File: src/rtl/i2cw_pkg.sv
package i2cw_pkg;

    typedef enum logic [1:0] {
        BUS_UNKNOWN = 2'b00,
        BUS_IDLE    = 2'b01,
        BUS_OWNER   = 2'b10,
        BUS_BUSY    = 2'b11
    } bus_state_e;

    typedef struct packed {
        bus_state_e state;
        logic       arb_lost;
        logic       timed_out;
        logic       clash;
    } ctl_t;

    typedef struct packed {
        logic sda_p;
        logic scl_p;
        logic primed;
    } edge_t;

endpackage

File: src/rtl/i2cw_line_edges.sv
module i2cw_line_edges
    import i2cw_pkg::*;
(
    input  logic clk,
    input  logic rst_n,
    input  logic enable,
    input  logic sda_in,
    input  logic scl_in,
    output logic start_seen,
    output logic stop_seen,
    output logic scl_rise,
    output logic quiet
);

    edge_t e_d, e_q;
    logic  live;

    always_comb begin
        e_d        = e_q;
        e_d.sda_p  = sda_in;
        e_d.scl_p  = scl_in;
        e_d.primed = enable;

        live       = enable & e_q.primed;
        start_seen = live & e_q.scl_p & scl_in & e_q.sda_p & ~sda_in;
        stop_seen  = live & e_q.scl_p & scl_in & ~e_q.sda_p & sda_in;
        scl_rise   = live & ~e_q.scl_p & scl_in;
        quiet      = live & e_q.scl_p & scl_in & (e_q.sda_p == sda_in);
    end

    always_ff @(posedge clk or negedge rst_n) begin
        if (!rst_n) begin
            e_q <= '{sda_p: 1'b1, scl_p: 1'b1, primed: 1'b0};
        end else begin
            e_q <= e_d;
        end
    end

endmodule

File: src/rtl/i2cw_quiet_timer.sv
module i2cw_quiet_timer #(
    parameter int TIMER_W = 16
) (
    input  logic               clk,
    input  logic               rst_n,
    input  logic               run,
    input  logic               quiet,
    input  logic [TIMER_W-1:0] limit,
    output logic               expire
);

    localparam logic [TIMER_W-1:0] ONE = TIMER_W'(1);

    logic [TIMER_W-1:0] count_d, count_q;

    always_comb begin
        expire  = run & quiet & (limit != '0) & (count_q == limit - ONE);
        count_d = count_q;
        if (!run || !quiet || limit == '0 || expire) begin
            count_d = '0;
        end else begin
            count_d = count_q + ONE;
        end
    end

    always_ff @(posedge clk or negedge rst_n) begin
        if (!rst_n) begin
            count_q <= '0;
        end else begin
            count_q <= count_d;
        end
    end

    // after the timeout fires, the count starts again from zero
    a_r7_restart_after_expire: assert property (@(posedge clk) disable iff (!rst_n)
        expire |=> count_q == '0);

    // any line activity or SCL low restarts the count
    a_r7_activity_restarts: assert property (@(posedge clk) disable iff (!rst_n)
        !quiet |=> count_q == '0);

endmodule

File: src/rtl/i2cw_bit_counter.sv
module i2cw_bit_counter #(
    parameter int SLOT_BITS = 9,
    localparam int CNT_W    = $clog2(SLOT_BITS)
) (
    input  logic             clk,
    input  logic             rst_n,
    input  logic             enable,
    input  logic             frame_reset,
    input  logic             rise,
    input  logic             active,
    output logic [CNT_W-1:0] cnt
);

    localparam logic [CNT_W-1:0] LAST = CNT_W'(SLOT_BITS - 1);

    logic [CNT_W-1:0] cnt_d, cnt_q;

    always_comb begin
        cnt_d = cnt_q;
        if (!enable || frame_reset) begin
            cnt_d = '0;
        end else if (rise && active) begin
            cnt_d = (cnt_q == LAST) ? '0 : cnt_q + CNT_W'(1);
        end
    end

    always_ff @(posedge clk or negedge rst_n) begin
        if (!rst_n) begin
            cnt_q <= '0;
        end else begin
            cnt_q <= cnt_d;
        end
    end

    assign cnt = cnt_q;

    // the count stays inside one slot
    a_r8_cnt_range: assert property (@(posedge clk) disable iff (!rst_n)
        int'(cnt_q) < SLOT_BITS);

    // the ninth rising edge wraps the count
    a_r8_wrap: assert property (@(posedge clk) disable iff (!rst_n)
        enable && !frame_reset && rise && active && cnt_q == LAST |=> cnt_q == '0);

endmodule

File: src/rtl/i2c_bus_watch.sv
module i2c_bus_watch
    import i2cw_pkg::*;
#(
    parameter int TIMER_W   = 16,
    parameter int SLOT_BITS = 9,
    localparam int CNT_W    = $clog2(SLOT_BITS)
) (
    input  logic               clk,
    input  logic               rst_n,
    input  logic               enable,
    input  logic               sda_in,
    input  logic               scl_in,
    input  logic               sda_drive,
    input  logic               start_issue,
    input  logic [TIMER_W-1:0] idle_limit,
    input  logic               clear_flags,
    output logic [1:0]         bus_state,
    output logic [CNT_W-1:0]   bit_cnt,
    output logic               arb_lost,
    output logic               timed_out,
    output logic               start_clash
);

    ctl_t ctl_d, ctl_q;
    logic start_seen, stop_seen, scl_rise, quiet, expire;
    logic lost_now, timer_run, count_active;

    i2cw_line_edges u_edges (
        .clk        (clk),
        .rst_n      (rst_n),
        .enable     (enable),
        .sda_in     (sda_in),
        .scl_in     (scl_in),
        .start_seen (start_seen),
        .stop_seen  (stop_seen),
        .scl_rise   (scl_rise),
        .quiet      (quiet)
    );

    assign timer_run = enable && (ctl_q.state != BUS_IDLE);

    i2cw_quiet_timer #(.TIMER_W(TIMER_W)) u_timer (
        .clk    (clk),
        .rst_n  (rst_n),
        .run    (timer_run),
        .quiet  (quiet),
        .limit  (idle_limit),
        .expire (expire)
    );

    assign count_active = (ctl_q.state == BUS_BUSY) || (ctl_q.state == BUS_OWNER);

    i2cw_bit_counter #(.SLOT_BITS(SLOT_BITS)) u_bits (
        .clk         (clk),
        .rst_n       (rst_n),
        .enable      (enable),
        .frame_reset (start_seen | stop_seen),
        .rise        (scl_rise),
        .active      (count_active),
        .cnt         (bit_cnt)
    );

    assign lost_now = (ctl_q.state == BUS_OWNER) && scl_rise && sda_drive && !sda_in;

    always_comb begin
        ctl_d = ctl_q;
        if (!enable) begin
            ctl_d = '{state: BUS_UNKNOWN, arb_lost: 1'b0, timed_out: 1'b0, clash: 1'b0};
        end else begin
            if (clear_flags) begin
                ctl_d.arb_lost  = 1'b0;
                ctl_d.timed_out = 1'b0;
                ctl_d.clash     = 1'b0;
            end
            if (stop_seen) begin
                ctl_d.state = BUS_IDLE;
            end else if (start_seen) begin
                if (start_issue &&
                    (ctl_q.state == BUS_IDLE || ctl_q.state == BUS_OWNER)) begin
                    ctl_d.state = BUS_OWNER;
                end else begin
                    ctl_d.state = BUS_BUSY;
                    if (ctl_q.state == BUS_OWNER) begin
                        ctl_d.clash = 1'b1;
                    end
                end
            end else if (lost_now) begin
                ctl_d.state    = BUS_BUSY;
                ctl_d.arb_lost = 1'b1;
            end else if (expire) begin
                ctl_d.state     = BUS_IDLE;
                ctl_d.timed_out = 1'b1;
            end
        end
    end

    always_ff @(posedge clk or negedge rst_n) begin
        if (!rst_n) begin
            ctl_q <= '{state: BUS_UNKNOWN, arb_lost: 1'b0, timed_out: 1'b0, clash: 1'b0};
        end else begin
            ctl_q <= ctl_d;
        end
    end

    assign bus_state   = ctl_q.state;
    assign arb_lost    = ctl_q.arb_lost;
    assign timed_out   = ctl_q.timed_out;
    assign start_clash = ctl_q.clash;

    // a disabled monitor reports unknown with clear flags
    a_r1_disable_unknown: assert property (@(posedge clk) disable iff (!rst_n)
        !enable |=> (bus_state == 2'b00) && !arb_lost && !timed_out && !start_clash);

    // STOP always yields idle
    a_r3_stop_idle: assert property (@(posedge clk) disable iff (!rst_n)
        enable && stop_seen |=> bus_state == 2'b01);

    // own START from idle yields ownership
    a_r4_own_from_idle: assert property (@(posedge clk) disable iff (!rst_n)
        enable && start_seen && start_issue && bus_state == 2'b01 |=> bus_state == 2'b10);

    // released drive reading low on an SCL rise loses arbitration
    a_r5_arb_loss: assert property (@(posedge clk) disable iff (!rst_n)
        enable && bus_state == 2'b10 && !start_seen && !stop_seen &&
        scl_rise && sda_drive && !sda_in |=> arb_lost && bus_state == 2'b11);

    // arbitration flag holds until cleared
    a_r9_arb_sticky: assert property (@(posedge clk) disable iff (!rst_n)
        enable && arb_lost && !clear_flags |=> arb_lost);

endmodule

File: config.mk
export PLATFORM = sky130hd
export DESIGN_NAME = i2c_bus_watch
export DESIGN_NICKNAME = d
export VERILOG_FILES = /design/src/rtl/i2cw_pkg.sv /design/src/rtl/i2cw_line_edges.sv /design/src/rtl/i2cw_quiet_timer.sv /design/src/rtl/i2cw_bit_counter.sv /design/src/rtl/i2c_bus_watch.sv
export SDC_FILE = /design/constraint.sdc
export NUM_CORES = 1
export LEC_CHECK = 0
export ABC_AREA = 1
export BUFFER_PORTS_ARGS = -buffer_cell sky130_fd_sc_hd__buf_2
export CAP_MARGIN = 0
export CORE_ASPECT_RATIO = 0.5
export CORE_MARGIN = 2
export CORE_UTILIZATION = 45
export CTS_CLUSTER_DIAMETER = 40
export DETAILED_ROUTE_END_ITERATION = 7
export GPL_ROUTABILITY_DRIVEN = 0
export HOLD_SLACK_MARGIN = 0.02
export PLACE_DENSITY = 0.75
export SETUP_SLACK_MARGIN = 0.05
export SLEW_MARGIN = 5
export SYNTH_ARGS = -nofsm -noshare
export SYNTH_HDL_FRONTEND = slang
export SYNTH_SLANG_ARGS = --single-unit
File: constraint.sdc
create_clock -name clk -period 4.5 [get_ports clk]
set_input_delay 0.225 -clock clk [delete_from_list [all_inputs] [get_ports clk]]
set_output_delay 0.225 -clock clk [all_outputs]
set_load 0.01 [all_outputs]
==> flow_summary_export.csv <==
group,metric,value,unit
synthesis,post_synth.cell_area_avg,6.77,µm²
synthesis,synth_top_cell_by_area,"dfrtp_1",
pwr,p_per_area,197,nW/µm²
clocking,clockBufferDepth,2,
clocking,clock_sinks,28,
clocking,cts_made_buffers,3,
status,outcome,"finished clean",
die,die_y,52.8,µm
sta,hold_viol,0,
global_routing,grt_pass1_vias,1753,
cells_and_area,drive_gt1_frac,0.177,
pwr,power.leakage,1.26,nW
sta,finalWorstSetupSlack,2.59,ns
die,ioPinCount,33,
synthesis,syn-instance-count,316,
synthesis,ys_types,30,
critical_path,critPathKind,"register to register",
sta,skew,0.00347,ns
global_routing,overflow,0,
critical_path,arrival,2.10,ns
detailed_routing,via_per_inst,4.72,
sta,hold_ws,0.0558,ns
synthesis,yosysSeqAreaShare,0.328,
pwr,ir_drop,0.173,mV
synthesis,synth_area_leaders,"dfrtp_1 (30%), nand2_1 (15%), inv_1 (9.3%)",
critical_path,worst-path-max-fanout,5,
place,pre_cts_ws,2.56,ns
sta,clock.fmax,0.524,GHz
sta,slew_viol_final,0,
clocking,h-tree-depth,1,
die,fp.coreArea,4490,µm²
sta,setup-violations-final,0,
cells_and_area,fin_area,2430,µm²
detailed_routing,drt_first_pass_iters,4,
clocking,worstSkewPairLatency,0.27,ns
place,io_buffers,32,
die,dieArea,5360,µm²
die,start_util,0.477,
detailed_routing,drc,0,
critical_path,end_kind,"register",
synthesis,synth_area,2140,µm²
detailed_routing,vias,1967,
clocking,post_cts_buffers,0,
place,dpl_cell_area,2370,µm²
critical_path,worstPathRequired,4.69,ns
detailed_routing,wl,4.57,mm
detailed_routing,routedWlPerCell,11.0,µm
synthesis,synth_nets,348,
global_routing,grt_max_degree,29,
global_routing,grt_pass1_wl,7.79,mm
clocking,cts_tree,"yes",
global_routing,antenna_found_initial,0,
sta,setup_tns,0,ns
sta,max_slew_margin,0.574,
clocking,clk_pin_slew,0.09,ns
sta,rsz0062_at_grt,"false",
detailed_routing,drtIter0Drc,111,
flow_run,maxCapViolations,0,
cells_and_area,regArea,703,µm²
clocking,cts_root_buf,"clkbuf_8",
synthesis,synth_top_area_share,0.304,
cells_and_area,area_growth,13.6,%
die,num_rows,17,
global_routing,track_usage,0.184,
cells_and_area,nNetsFinal,384,
die,die_x,102,µm
critical_path,startpoint_type,"register",
cells_and_area,n_fill_cell,423,
cells_and_area,multiInputGateArea,1210,µm²
cells_and_area,final_core_util,0.542,
cells_and_area,diodes,0,
sta,worst_slew_pin_slew,0.639,ns
synthesis,yosysWarnings,0,
sta,finalCriticalPeriod,1.91,ns
sta,min_period_over_period,0.424,
place,hpwl,3.73,mm
synthesis,synth-seq-cells,28,
hold_path,hp-class,"input port to register",
detailed_routing,final_antenna_net_count,0,
cell usage in the layout, fill, tap and decap left out:
cell type	Yosys	final
nor4_1	1	1
nor2_2	10	10
nor2_1	36	36
nand2_1	88	88
a21oi_1	7	7
nand3b_1	4	4
dlygate4sd3_1	0	1
o21a_1	1	1
o21bai_1	2	2
and3b_1	1	1
xnor2_1	6	6
xnor3_1	1	1
nand2_2	5	5
dfstp_2	2	2
nor3_1	11	11
nor3_2	2	2
ha_1	8	8
and2_1	1	1
nand4_1	6	6
buf_2	1	32
o21ai_2	1	1
inv_2	2	2
nand3_2	1	1
clkbuf_8	0	4
xor2_1	7	7
nand2_4	1	1
nor2_4	2	2
inv_1	53	53
nand3_1	21	21
dfrtp_1	26	26
o21ai_0	8	8
path summary, 6_finish.rpt:
kind | start | to | slack, ns | cells after the start
hold / removal | scl_in | u_edges.e_q[1] | 0.06 | 1
setup reg to reg | u_timer.count_q[0] | u_timer.count_q[12] | 2.59 | 13
hold reg to reg | timed_out | timed_out | 0.52 | 2
setup / recovery | u_timer.count_q[0] | u_timer.count_q[12] | 2.59 | 13
min in group asynchronous | rst_n | u_bits.cnt[3] | 0.50 | 2
max in group asynchronous | rst_n | u_timer.count_q[7] | 3.58 | 2
stage by stage:
| stage | instances | power, W |
|---|---|---|
| final | 417 | 0.000480 |
| after global routing | 417 | 0.000510 |
| after CTS | 417 | 0.000488 |
| after detailed placement | 412 | 0.000331 |
| after global placement | 412 | 0.000329 |
| after floorplan | 316 | 0.000301 |
area by class of cell:
type,instances,area share
clock buffers,4,0.0226
inverters,55,0.0849
multi-input cells,231,0.499
flip-flops and latches,28,0.289
well taps,66,0.0340
repair buffers,33,0.0700
cells in the mapped netlist:
library cell	count
nand2_1	88
inv_1	53
nor2_1	36
dfrtp_1	26
nand3_1	21
nor3_1	11
nor2_2	10
ha_1	8
o21ai_0	8
a21oi_1	7
xor2_1	7
nand4_1	6
xnor2_1	6
nand2_2	5
nand3b_1	4
dfstp_2	2
inv_2	2
nor2_4	2
nor3_2	2
o21bai_1	2
and2_1	1
and3b_1	1
buf_2	1
buf_6	1
nand2_4	1
nand3_2	1
nor4_1	1
o21a_1	1
o21ai_2	1
xnor3_1	1
state kept, by name, indices dropped and copies added (netlist names):
signal,cells
u_timer.count_q,16
u_bits.cnt,4
u_edges.e_q,3
bus_state,2
arb_lost,1
start_clash,1
timed_out,1
power breakdown:
group	switching, W	internal (W)	total (W)
clock network	0.0000754	0.0000783	0.000154
registers	0.00000271	0.000255	0.000257
logic	0.0000428	0.0000263	0.0000691
layer usage:
layer / global-route usage / part of all wire / up-vias
met3: 0.0400 / 0.063 / 4
met1: 0.251 / 0.50 / 867
met5: 0 / 0 / -
met4: 0.0270 / 0.0057 / 0
met2: 0.308 / 0.43 / 49
li1: - / - / 1047
critical path, cell delays in order (launching register included):
cell and delay [ns]:
dfrtp_1 0.41, ha_1 0.19, nand2_1 0.05, inv_1 0.08
nand2_2 0.07, nor2_4 0.11, nand2_2 0.06, nor2_2 0.14
nand3_1 0.13, nor2_1 0.14, nand2_1 0.11, o21ai_2 0.12
inv_1 0.05, nor3_2 0.16
cells by family (layout without fill, tap and decap cells):
logic type               count (synthesis)  after routing  share of synthesized area
XOR/XNOR                                14             14                     0.0637
AO/OA/AOI/OAI                           19             19                     0.0497
adder cells (fa/ha/maj)                  8              8                     0.0468
buffers and inverters                   57             92                      0.104
flip-flops                              28             28                      0.328
AND/OR/NAND/NOR                        190            190                      0.407
what timing repair did:
item / 4_1_cts / 5_1_grt
endpoints found under the hold margin: 26 / 0
gates resized for setup: 0 / 0
hold buffers: 1 / 0
Power figures use the tool's default switching activity.
